[src/rtl/bta_pkg.sv]
package bta_pkg;
  parameter int IP_W  = 16;
  parameter int SEG_W = 8;

  typedef enum logic [2:0] {
    BM_ABS  = 3'd0,
    BM_REL  = 3'd1,
    BM_IND  = 3'd2,
    BM_SEG  = 3'd3,
    BM_TRAP = 3'd4
  } bmode_e;

  typedef struct packed {
    logic [IP_W-1:0]  ip;
    logic [SEG_W-1:0] seg;
    logic             seg_we;
    logic             odd_trap;
    logic             self_loop;
  } bres_t;
endpackage

[src/rtl/bta_rel_unit.sv]
module bta_rel_unit #(
  parameter int IP_W  = 16,
  parameter int REL_W = 8
) (
  input  logic [IP_W-1:0]  cur_ip_i,
  input  logic [REL_W-1:0] rel_i,
  input  logic             len4_i,
  output logic [IP_W-1:0]  tgt_o,
  output logic             loop_o
);
  localparam int EXT_W = IP_W - REL_W - 1;

  logic [IP_W-1:0] disp;
  logic [IP_W-1:0] own_addr;

  // word offset: sign-extend and scale by two; the sum wraps modulo 2^IP_W
  assign disp     = {{EXT_W{rel_i[REL_W-1]}}, rel_i, 1'b0};
  assign tgt_o    = cur_ip_i + disp;
  assign own_addr = cur_ip_i - (len4_i ? IP_W'(4) : IP_W'(2));
  assign loop_o   = (tgt_o == own_addr);
endmodule

[src/rtl/bta_target_sel.sv]
module bta_target_sel
  import bta_pkg::*;
#(
  parameter int SEG_OP_W = 16,
  parameter int TRAP_W   = 7,
  parameter int VEC_SH   = 2
) (
  input  bmode_e              mode_i,
  input  logic [IP_W-1:0]     addr_i,
  input  logic [SEG_OP_W-1:0] seg_op_i,
  input  logic [TRAP_W-1:0]   trap_no_i,
  input  logic [IP_W-1:0]     gpr_i,
  input  logic [IP_W-1:0]     cur_ip_i,
  input  logic [IP_W-1:0]     rel_tgt_i,
  input  logic                rel_loop_i,
  output bres_t               res_o
);
  localparam int VEC_PAD = IP_W - TRAP_W - VEC_SH;

  logic [IP_W-1:0] vec_addr;
  assign vec_addr = {{VEC_PAD{1'b0}}, trap_no_i, {VEC_SH{1'b0}}};

  always_comb begin
    res_o           = '0;
    res_o.ip        = cur_ip_i;
    case (mode_i)
      BM_ABS: begin
        if (addr_i[0]) res_o.odd_trap = 1'b1;
        else           res_o.ip       = addr_i;
      end
      BM_REL: begin
        res_o.ip        = rel_tgt_i;
        res_o.self_loop = rel_loop_i;
      end
      BM_IND: begin
        if (gpr_i[0]) res_o.odd_trap = 1'b1;
        else          res_o.ip       = gpr_i;
      end
      BM_SEG: begin
        if (addr_i[0]) begin
          res_o.odd_trap = 1'b1;
        end else begin
          res_o.ip     = addr_i;
          res_o.seg    = seg_op_i[SEG_W-1:0];
          res_o.seg_we = 1'b1;
        end
      end
      BM_TRAP: begin
        res_o.ip     = vec_addr;
        res_o.seg    = '0;
        res_o.seg_we = 1'b1;
      end
      default: ;
    endcase
  end
endmodule

[src/rtl/bta_out_reg.sv]
module bta_out_reg
  import bta_pkg::*;
(
  input  logic  clk,
  input  logic  rst_n,
  input  logic  en_i,
  input  bres_t res_d_i,
  output bres_t res_q_o,
  output logic  vld_q_o
);
  bres_t res_d;
  logic  vld_d;

  always_comb begin
    res_d = res_q_o;
    if (en_i) res_d = res_d_i;
    vld_d = en_i;
  end

  always_ff @(posedge clk or negedge rst_n) begin
    if (!rst_n) begin
      res_q_o <= '0;
      vld_q_o <= 1'b0;
    end else begin
      res_q_o <= res_d;
      vld_q_o <= vld_d;
    end
  end
endmodule

[src/rtl/bta_branch_target.sv]
module bta_branch_target
  import bta_pkg::*;
#(
  parameter int REL_W    = 8,
  parameter int SEG_OP_W = 16,
  parameter int TRAP_W   = 7,
  parameter int VEC_SH   = 2
) (
  input  logic                clk,
  input  logic                rst_n,
  input  logic                take_i,
  input  logic [2:0]          mode_i,
  input  logic [IP_W-1:0]     addr_i,
  input  logic [REL_W-1:0]    rel_i,
  input  logic [SEG_OP_W-1:0] seg_op_i,
  input  logic [TRAP_W-1:0]   trap_no_i,
  input  logic [IP_W-1:0]     gpr_i,
  input  logic [IP_W-1:0]     cur_ip_i,
  input  logic                len4_i,
  output logic [IP_W-1:0]     nxt_ip_o,
  output logic [SEG_W-1:0]    nxt_seg_o,
  output logic                seg_we_o,
  output logic                odd_trap_o,
  output logic                self_loop_o,
  output logic                vld_o
);
  logic [IP_W-1:0] rel_tgt;
  logic            rel_loop;
  bres_t           res_d;
  bres_t           res_q;

  bta_rel_unit #(.IP_W(IP_W), .REL_W(REL_W)) u_rel (
    .cur_ip_i (cur_ip_i),
    .rel_i    (rel_i),
    .len4_i   (len4_i),
    .tgt_o    (rel_tgt),
    .loop_o   (rel_loop)
  );

  bta_target_sel #(.SEG_OP_W(SEG_OP_W), .TRAP_W(TRAP_W), .VEC_SH(VEC_SH)) u_sel (
    .mode_i     (bmode_e'(mode_i)),
    .addr_i     (addr_i),
    .seg_op_i   (seg_op_i),
    .trap_no_i  (trap_no_i),
    .gpr_i      (gpr_i),
    .cur_ip_i   (cur_ip_i),
    .rel_tgt_i  (rel_tgt),
    .rel_loop_i (rel_loop),
    .res_o      (res_d)
  );

  bta_out_reg u_reg (
    .clk     (clk),
    .rst_n   (rst_n),
    .en_i    (take_i),
    .res_d_i (res_d),
    .res_q_o (res_q),
    .vld_q_o (vld_o)
  );

  assign nxt_ip_o    = res_q.ip;
  assign nxt_seg_o   = res_q.seg;
  assign seg_we_o    = res_q.seg_we;
  assign odd_trap_o  = res_q.odd_trap;
  assign self_loop_o = res_q.self_loop;
endmodule

[config.mk]
export PLATFORM = sky130hd
export DESIGN_NAME = bta_branch_target
export DESIGN_NICKNAME = d
export VERILOG_FILES = /design/src/rtl/bta_pkg.sv /design/src/rtl/bta_rel_unit.sv /design/src/rtl/bta_target_sel.sv /design/src/rtl/bta_out_reg.sv /design/src/rtl/bta_branch_target.sv
export SDC_FILE = /design/constraint.sdc
export NUM_CORES = 1
export LEC_CHECK = 0
export ABC_AREA = 1
export BUFFER_PORTS_ARGS = -buffer_cell sky130_fd_sc_hd__buf_2
export CORE_MARGIN = 8
export CORE_UTILIZATION = 40
export DETAILED_ROUTE_END_ITERATION = 12
export HOLD_SLACK_MARGIN = 0.08
export PLACE_DENSITY = 0.73
export SYNTH_ARGS = -nofsm -noshare
export SYNTH_HDL_FRONTEND = slang
export SYNTH_HIERARCHICAL = 1
export SYNTH_SLANG_ARGS = --single-unit
[constraint.sdc]
create_clock -name clk -period 0.8 [get_ports clk]
set_input_delay 0 -clock clk [delete_from_list [all_inputs] [get_ports clk]]
set_output_delay 0 -clock clk [all_outputs]
set_load 0.03 [all_outputs]
After elaboration in Yosys (flattened, before gate mapping). Cells that the tools add are included.

Register bits: 28. Output and inout bits: 28. Logic and storage cells: 25.

$add $sub $neg: 2. Equal/unequal tests: 5. Muxes and demuxes: 10. Reduce and logical (&&, ||, !) cells: 2.

Operators with widths (count): 16-bit case mux with 5 select lines (1); 16-bit 2-to-1 mux (2); 25-bit 2-to-1 mux (1); 9-bit case mux with 2 select lines (1); 16-bit adder (1); 16-bit == test (1); 16-bit subtractor (1); 3-bit by 2-bit == test with 1-bit output, second input constant (2); 3-bit by 1-bit == test with 1-bit output, second input constant (1); 3-bit == test, second input constant (1); 3-bit zero test (1); 1-bit 2-to-1 mux (3); 3-bit 2-to-1 mux (1); 1-bit case mux with 2 select lines (1); 2-bit OR reduction (1).

Logic depth before layout (Yosys ltp). Gate-level depths: netlist of the first run.

Depth in word-level cells: 4. Mapped depth: 18. Gate-level depth less buffers: 18.

Modules after synthesis. The synthesis of the first run kept the hierarchy.

By module, submodules not included: bta_rel_unit (instances 1, cells each 348, area an instance 1710.4 µm², sequential area each 0.0 µm²); bta_target_sel (instances 1, cells each 275, area an instance 1156.1 µm², sequential area each 0.0 µm²); bta_out_reg (instances 1, cells each 115, area an instance 1084.8 µm², sequential area each 700.7 µm²).

Worst setup path after synthesis of the first run. Ideal clock, no wire load.

Kind: input to register. Start point: input port rel_i[0]. End point: register u_reg/res_q_o[0] (netlist bit). Library setup time: 65 ps. Arrival time: 1678 ps. Data required time: 735 ps. Setup slack: -942 ps. Stages on the path: 16. Buffers on the path: 0. Cells stage by stage: ha_1 fa_1 nand3_2 nand2_2 nand2_2 nand2_2 nand3_2 nand2_1 nand2_1 nand3_1 nand2_1 nand3_1 nor2_1 and3_1 nand2_1 nand2_1.

RTL lines: from (decl) (RTL line bta_branch_target.sv:14) `input logic [REL_W-1:0] rel_i,`; to (signal assigned) (RTL line bta_out_reg.sv:25) `res_q_o <= res_d;`; to (decl) (RTL line bta_out_reg.sv:8) `output bres_t res_q_o,`.

==> flow_summary.ini, run 1 <==
[setup_path]
crit_required_ps = 1020
cp.buffers_inverters = 1
timing.critical_path.from_type = input port
worst-setup-path-type = in2reg
critical_path.max_fanout = 4
crit_chain = buf_8 -> ha_4 -> fa_2 -> nand3_4 -> nand2_4 -> nand2_4 -> nand2_4 -> nand2_2 -> nand3_1 -> nand2_1 -> nand2_1 -> nor2_2 -> nand4_1 -> nor2_1 -> and3_1 -> nand2_1 -> nand2_1
crit_path_max_incr_delay_ps = 400
timing.critical_path.to_type = flip-flop
path_common_cell = nand2_1
family_with_the_most_delay_on_the_worst_path = simple AND/OR/NAND/NOR gates
timing.critical_path.slowest_stage_cell = fa_2
worstPathArrival_ps = 1920

[timing]
fin_ws_ps = -901
achievable-frequency_mhz = 588
crit_share_post_route_pct = 213
period_minus_slack_ps = 1700
slew_violations = 0
number_of_setup_violations_in_the_final_report = 41
grt_setup_unrepaired = true
final-hold-violation-count = 0
final.setup_skew_ps = 0
maxSlewHeadroom_pct = 76.0
tns_ps = -10080
worstMarginPinSlew_ps = 361

[global_routing]
track_usage_pct = 21.1
vias_in_the_first_global_route = 5094
global_route_wire_length_before_repair_mm = 23.3
grt_start_max_net_pins = 29
overflow_after_grt = 0
initial_antenna_violation_count = 0

[synth]
post_synthesis_cell_area_um2 = 3950
yosys.cell_types.count = 33
synth.ff_latch_count = 28
synth-edff-count = 0
ys_dominant_reg_cell = dfrtp_1
mappedNetlistNets = 842
seq_area_frac_synth_pct = 17.7
synth.avg_cell_area_um2 = 5.35
syn_inst = 738
synth-warning-count = 6
postSynth.asyncResetShare_pct = 100

[floorplanning]
dieArea_um2 = 13300
core-area_um2 = 9680
fp.dieW_um = 115
rows = 36
boundaryPins = 114
start_util_pct = 40.8
die_h_um = 115

[finish]
final_util_pct = 67.6
antenna_cells_inserted = 0
syn_to_final_growth_pct = 65.6
final-instance-count-excl-fill = 1090
finalNetCount = 1062
layout_commonest_cell = nand2_1
final_cell_mix = nand2_1, buf_4, buf_2, nand3_1, inv_1
fraction_of_final_layout_cells_with_drive_strength_greater_than_1_pct = 38.0

[placement]
place_inst = 1047
detailedPlacementHpwl_mm = 10.7
place.gp.congestion = 0.895
place.port_buffers = 105
pre_cts_slack_ps = -1300

[status]
violations = negative setup slack
status = complete, but fails checks

[routing]
detailedRoute.firstPassIterationCount = 5
antenna_violating_nets_remaining = 0
dr.first_iter.drc_count = 270
viasPerCell = 4.83
wl_per_cell_um = 13.4
drt_wl_total_mm = 14.6
detail_route.drc_violations = 0
via_count = 5265

[cts]
worstSkewPairLatency_ps = 270
clkSlewWorstSetupHoldPaths_ps = 90
cts_tree = yes
cts.sink_count = 28
cts_max_level = 1
cts_root_buffer = clkbuf_8
cts-buffers-inserted = 3
cts_buffer_depth = 2

[job]
max_cap_violations = 0

[pwr]
vdd_ir_drop_max_v = 0.000853
powerDensity_nw_per_um2 = 1070
p_leak_uw = 0.00367

[worst_hold_path]
timing.hold.worst.class = in2reg
[final timing paths]
kind                                         from           endpoint  slack (ps)  cells after the start
worst max register to register   u_reg/res_q_o[9]   u_reg/res_q_o[9]          10                      3
min in group asynchronous                   rst_n  u_reg/res_q_o[22]         220                      3
worst max-delay path                  cur_ip_i[1]   u_reg/res_q_o[0]        -900                     17
max in group asynchronous                   rst_n   u_reg/res_q_o[7]         420                      3
worst min-delay path                       take_i      u_reg/vld_q_o         100                      2
worst min register to register  u_reg/res_q_o[18]  u_reg/res_q_o[18]         510                      2
[per-stage QoR]
stage	area (um^2)	total power (uW)	hold slack, ps
detailed placement	5550	5000	-43.3
CTS	6320	6740	82.3
global route	6540	7470	96.1
floorplan	4310	3710	-296
finish	6540	6990	99.9
global placement	5550	4950	-44.3
[final cells by class]
cell class | instances | area (um^2)
clock inverter | 1 | 30.0
sequential | 28 | 701
clock buffer | 3 | 41.3
tap | 133 | 166
multi-input combinational | 612 | 3420
inverter | 79 | 329
fill | 795 | 3140
timing repair buffer | 234 | 1850
[per-layer routing]
| layer | routed length (um) | GRT usage (%) | part of all wire (%) |
|---|---|---|---|
| met5 | 0 | 0 | 0 |
| met3 | 635 | 1.73 | 4.3 |
| met1 | 6350 | 25.3 | 44 |
| met4 | 127 | 4.55 | 0.87 |
| met2 | 7490 | 39.6 | 51 |
[power breakdown]
group | leakage (uW) | switching (uW) | internal [uW]
Clock | 0.0000357 | 417 | 669
Sequential | 0.000364 | 97.5 | 1540
Combinational | 0.00327 | 2310 | 1950
[logic make-up after synthesis]
logic type	count (synthesis)	share of synthesized area [%]
simple gates	562	60.2
fa+ha+maj	18	6.08
compound gates	25	3.32
xor+xnor	7	1.55
buf+inv	98	11.1
flops	28	17.7
[synth_stat cells, types with 5 or more instances]
library cell  count  share of area (%)
nor2_1           60                5.7
a21oi_1          11                1.4
xor2_1            5                1.1
nand3_1          80                 10
o21ai_0          11                1.4
dfrtp_1          28                 18
nor2_2            8                1.3
ha_1             16                5.1
buf_2             8                1.0
inv_1            73                6.9
nand2_2          20                3.2
nand2_1         368                 35
nand4_1           7                1.1
or2_2             5               0.79
[what timing repair did]
| action | 4_1_cts | 5_1_grt |
|---|---|---|
| hold endpoints to repair | 37 | 0 |
| resized for setup | 127 | 36 |
| cloned | 0 | 0 |
| buffers inserted | 22 | 8 |
| setup endpoints to repair | 43 | 50 |
| pin swaps | 49 | 38 |
| hold buffers | 10 | 0 |
[flip-flops by register name, summed over array words and instances (netlist names)]
register,flops
u_reg/res_q_o,27
u_reg/vld_q_o,1
Power figures use the tool's default switching activity.
==> run 2: changes to the inputs <==
--- a/config.mk
+++ b/config.mk
@@ -7,11 +7,14 @@
 export LEC_CHECK = 0
 export ABC_AREA = 1
 export BUFFER_PORTS_ARGS = -buffer_cell sky130_fd_sc_hd__buf_2
+export CELL_PAD_IN_SITES_DETAIL_PLACEMENT = 0
+export CELL_PAD_IN_SITES_GLOBAL_PLACEMENT = 2
 export CORE_MARGIN = 8
-export CORE_UTILIZATION = 40
+export CORE_UTILIZATION = 26
 export DETAILED_ROUTE_END_ITERATION = 12
 export HOLD_SLACK_MARGIN = 0.08
-export PLACE_DENSITY = 0.73
+export PLACE_DENSITY = 0.92
+export SETUP_SLACK_MARGIN = 0.4
 export SYNTH_ARGS = -nofsm -noshare
 export SYNTH_HDL_FRONTEND = slang
 export SYNTH_HIERARCHICAL = 1
==> run 2 against run 1 <==
Net effect: the run ends with negative hold slack, negative setup slack left; global-route usage down 5.8 points; fmax shrank 3.4%; combinational power is 4% higher; design area increased by 5.7%; power is 3.3% higher; cell count grew 4.3%; sequential share of layout area is 0.089 points lower; sequential cell count stayed put; critical endpoint unchanged; largest cell class unchanged.
==> flow_summary.ini, run 2 (synthesized netlist as in run 1, its figures left out) <==
[status]
status = complete, but fails checks
violations = negative hold slack, negative setup slack

[setup_path]
regToRegEndpoint = u_reg/res_q_o[17]
worst_r2r_path_depth = 3
family_with_the_most_delay_on_the_worst_path = simple AND/OR/NAND/NOR gates
critical_path.max_fanout = 2
worst-setup-path-type = in2reg
worstPathArrival_ps = 1960
crit_chain = buf_12 -> inv_12 -> ha_4 -> fa_2 -> xor2_1 -> nand2_1 -> nor2_2 -> nand3_1 -> nor2_1 -> nand2_1 -> nor2_2 -> nand4_1 -> nor2_1 -> and3_1 -> nand2_1 -> nand2_1
timing.critical_path.to_type = flip-flop
reg2reg_setup_slack_ps = 60
crit_required_ps = 1000
crit_path_max_incr_delay_ps = 530
cp.buffers_inverters = 2
path_common_cell = nand2_1
timing.critical_path.slowest_stage_cell = fa_2
worst_r2r_startpoint = u_reg/res_q_o[17]
timing.critical_path.from_type = input port

[cts]
cts_root_buffer = clkbuf_16
cts.sink_count = 28
cts_tree = yes
cts_buffer_depth = 2
worstSkewPairLatency_ps = 250
cts-buffers-inserted = 3
cts_max_level = 1
clkSlewWorstSetupHoldPaths_ps = 70

[floorplanning]
core-area_um2 = 15000
start_util_pct = 26.3
rows = 45
dieArea_um2 = 19400
fp.dieW_um = 139
boundaryPins = 114
die_h_um = 139

[timing]
final-hold-violation-count = 28
achievable-frequency_mhz = 568
crit_share_post_route_pct = 220
number_of_setup_violations_in_the_final_report = 36
fin_ws_ps = -961
final.setup_skew_ps = 0
grt_setup_unrepaired = true
fin_hold_ws_ps = -270
maxSlewHeadroom_pct = 75.8
period_minus_slack_ps = 1760
slew_violations = 0
worstMarginPinSlew_ps = 363

[global_routing]
vias_in_the_first_global_route = 5199
global_route_wire_length_before_repair_mm = 25.1
overflow_after_grt = 0
initial_antenna_violation_count = 0
grt_start_max_net_pins = 29
track_usage_pct = 15.3

[routing]
detailedRoute.firstPassIterationCount = 4
wl_per_cell_um = 13.3
antenna_violating_nets_remaining = 0
drt_wl_total_mm = 15.1
detail_route.drc_violations = 0
viasPerCell = 4.44
dr.first_iter.drc_count = 189
via_count = 5050

[job]
max_cap_violations = 0

[pwr]
vdd_ir_drop_max_v = 0.000674
powerDensity_nw_per_um2 = 1040
p_leak_uw = 0.00371

[finish]
fraction_of_final_layout_cells_with_drive_strength_greater_than_1_pct = 44.6
final_cell_mix = nand2_1, buf_4, buf_2, inv_1, nand3_1
largest_registers = u_reg/res_q_o (27), u_reg/vld_q_o (1)
final_util_pct = 46.0
antenna_cells_inserted = 0
syn_to_final_growth_pct = 75.0
largest_register_ffs = 27
layout_commonest_cell = nand2_1
regMostFlops = u_reg/res_q_o
finalNetCount = 1054

[placement]
place.gp.congestion = 0.850
detailedPlacementHpwl_mm = 12.2
place.port_buffers = 105

[worst_hold_path]
timing.hold.worst.class = in2async
## run 2: cell types whose count changed in the layout (fill, tap and decap cells not counted), sizes merged
cell         previous run  this run
buf                   221       223
bufinv                  1         0
clkbuf                  6         7
dlygate4sd3            10         0
## run 2: metal layers
layer | global-route usage (%) | vias to the layer above | share of wire [%] | routed length [um]
met5 | 0 | - | 0 | 0
met4 | 1.56 | 0 | 0.24 | 36
met3 | 1.71 | 2 | 3.2 | 490
met2 | 28.1 | 74 | 50 | 7590
met1 | 19.2 | 2262 | 46 | 6980
li1 | - | 2712 | - | -
## run 2: where the power goes
part	switching, uW	leakage (uW)	internal (uW)	total (uW)
combinational	2410	0.00334	2030	4440
clock	442	0.0000382	681	1120
sequential	93.2	0.000327	1570	1660
## run 2: how the worst max path moves through the flow
| stage | from | endpoint | depth (start not counted) |
|---|---|---|---|
| global placement | len4_i | u_reg/res_q_o[0] | 16 |
| global route | cur_ip_i[1] | u_reg/res_q_o[0] | 15 |
| floorplan | len4_i | u_reg/res_q_o[0] | 15 |
| finish | len4_i | u_reg/res_q_o[0] | 16 |
| CTS | cur_ip_i[1] | u_reg/res_q_o[0] | 15 |
| detailed placement | len4_i | u_reg/res_q_o[0] | 16 |
## run 2: through the flow
stage / worst slack, ps / instance area [um^2] / TNS [ps] / total power (uW) / instances
3_5_place_dp: -1380 / 5680 / -16980 / 5100 / 1103
3_3_place_gp: -1380 / 5680 / -16680 / 5080 / 1103
5_1_grt: -1170 / 6920 / -11910 / 7790 / 1137
6_report: -961 / 6920 / -9610 / 7230 / 1137
2_1_floorplan: -883 / 4360 / -7320 / 3740 / 738
4_1_cts: -973 / 6530 / -9080 / 6960 / 1130
## run 2: what timing repair did
item / CTS / global route
pin swaps: 60 / 49
gates resized for setup: 165 / 69
buffers inserted: 23 / 4
cloned: 0 / 3
hold endpoints to repair: 36 / 29
endpoints found under the setup margin: 55 / 55
## run 2: final cells by class
cell class	count	area (um^2)
Clock buffer	4	78.8
Fill cell	1577	8120
Inverter	79	334
Multi-Input combinational cell	612	3620
Sequential cell	28	734
Tap cell	188	235
Timing Repair Buffer	226	1910
==> run 3: changes to the inputs <==
==> constraint.sdc (replaced) <==
create_clock -name clk -period 0.8 [get_ports clk]
set_input_delay 0 -clock clk [delete_from_list [all_inputs] [get_ports clk]]
set_output_delay 0 -clock clk [all_outputs]
set_load 0.05 [all_outputs]
==> run 3 against run 2 <==
Net effect: the run still ends with negative hold slack, negative setup slack left; highest routed layer unchanged; fmax hardly changed; global-route usage hardly changed; combinational power is 4% higher; setup slack better by 0.70 ps; largest power group unchanged; design area is 0.43% lower; clock-buffer cell count stayed put; register-to-register slack hardly changed; wire length is 0.17% lower; sequential share of layout area hardly changed; via count is 0.59% lower; worst hold slack worse by 0.89 ps; sequential cell count stayed put.
==> flow_summary.ini, run 3 (synthesized netlist as in run 1, its figures left out) <==
[status]
status = complete, but fails checks
violations = negative hold slack, negative setup slack

[global_routing]
grt_start_max_net_pins = 29
initial_antenna_violation_count = 0
global_route_wire_length_before_repair_mm = 25.0
vias_in_the_first_global_route = 5183
track_usage_pct = 15.2
overflow_after_grt = 0

[finish]
antenna_cells_inserted = 0
layout.filler_cells = 1577
regMostFlops = u_reg/res_q_o
fraction_of_final_layout_cells_with_drive_strength_greater_than_1_pct = 44.3
largest_register_ffs = 27
final_cell_mix = nand2_1, buf_4, buf_2, inv_1, nand3_1
syn_to_final_growth_pct = 74.3
final_util_pct = 45.8
layout_commonest_cell = nand2_1
finalNetCount = 1050
largest_registers = u_reg/res_q_o (27), u_reg/vld_q_o (1)
stdcell_area_um2 = 6890

[timing]
period_minus_slack_ps = 1760
slew_violations = 0
crit_share_post_route_pct = 220
final.setup_skew_ps = 0
maxSlewHeadroom_pct = 75.9
fin_hold_ws_ps = -271
achievable-frequency_mhz = 568
final-hold-violation-count = 28
grt_setup_unrepaired = true
fin_ws_ps = -960
number_of_setup_violations_in_the_final_report = 42
worstMarginPinSlew_ps = 362

[cts]
worstSkewPairLatency_ps = 250
cts.sink_count = 28
cts_tree = yes
cts_max_level = 1
clkSlewWorstSetupHoldPaths_ps = 70
cts-buffers-inserted = 3
cts_root_buffer = clkbuf_16
cts_buffer_depth = 2

[pwr]
pwr_total_uw = 7390
p_leak_uw = 0.00369
vdd_ir_drop_max_v = 0.000673
powerDensity_nw_per_um2 = 1070

[routing]
drt_wl_total_mm = 15.1
via_count = 5020
dr.first_iter.drc_count = 199
wl_per_cell_um = 13.3
antenna_violating_nets_remaining = 0
detailedRoute.firstPassIterationCount = 5
detail_route.drc_violations = 0
viasPerCell = 4.43

[setup_path]
worstPathArrival_ps = 1960
regToRegEndpoint = u_reg/res_q_o[2]
worst_r2r_startpoint = u_reg/res_q_o[2]
reg2reg_setup_slack_ps = 50
critical_path.max_fanout = 2
crit_required_ps = 1000
worst_r2r_path_depth = 3
worst-setup-path-type = in2reg
timing.critical_path.to_type = flip-flop
timing.critical_path.from_type = input port

[floorplanning]
rows = 45
dieArea_um2 = 19400
core-area_um2 = 15000
boundaryPins = 114
fp.dieW_um = 139
die_h_um = 139
start_util_pct = 26.3

[placement]
place.gp.congestion = 0.850
detailedPlacementHpwl_mm = 12.2
detailed_place.area_um2 = 5680
place.port_buffers = 105
pre_cts_slack_ps = -1380

[worst_hold_path]
timing.hold.worst.class = in2async

[job]
max_cap_violations = 0
-- run 3: metrics by stage --
stage / std cells / hold WS (ps) / TNS, ps
after floorplan: 738 / -296 / -7330
after global placement: 1103 / 22.4 / -16680
after detailed placement: 1103 / 27.8 / -16980
after CTS: 1126 / -251 / -9520
after global routing: 1133 / -240 / -12340
final: 1133 / -271 / -10030
-- run 3: per-layer routing --
layer | wire [um] | global-route usage (%) | vias to the layer above
met5 | 0 | 0 | -
met4 | 36 | 1.56 | 0
met3 | 504 | 1.71 | 2
met2 | 7570 | 28.1 | 76
met1 | 6960 | 19.1 | 2240
li1 | - | - | 2702
-- run 3: how the worst max path moves through the flow --
stage | from | endpoint | slack (ps)
after floorplan | len4_i | u_reg/res_q_o[0] | -880
after global placement | len4_i | u_reg/res_q_o[0] | -1380
after detailed placement | len4_i | u_reg/res_q_o[0] | -1380
after CTS | cur_ip_i[1] | u_reg/res_q_o[0] | -970
after global routing | cur_ip_i[1] | u_reg/res_q_o[0] | -1170
final | len4_i | u_reg/res_q_o[0] | -960
-- run 3: what timing repair did --
| action | CTS | global route |
|---|---|---|
| pin swaps | 60 | 49 |
| endpoints found under the hold margin | 36 | 29 |
| setup endpoints to repair | 55 | 55 |
| buffers inserted | 19 | 4 |
| gates cloned | 0 | 3 |
| resized for setup | 165 | 69 |
-- run 3: area by class of cell --
cell class                 count  area, um^2  share of cell area (%)
timing repair buffer         222        1880                    27.3
clock buffer                   4        78.8                    1.14
sequential                    28         734                    10.7
multi-input combinational    612        3620                    52.6
inverter                      79         334                    4.85
tap                          188         235                    3.42
-- run 3: power breakdown --
group          total (uW)  leakage [uW]  internal [uW]  switching (uW)
combinational        4610       0.00332           2000            2600
sequential           1660      0.000327           1570            95.7
clock                1120     0.0000382            681             440
total                7390       0.00369           4250            3140
-- run 3: critical path: stages --
cell and delay (ps):
buf_12 90, inv_12 30, ha_4 150, fa_2 530, xor2_1 150, nand2_1 80
nor2_2 90, nand3_1 90, nor2_1 120, nand2_1 70, nor2_2 100, nand4_1 100
nor2_1 90, and3_1 170, nand2_1 50, nand2_1 50
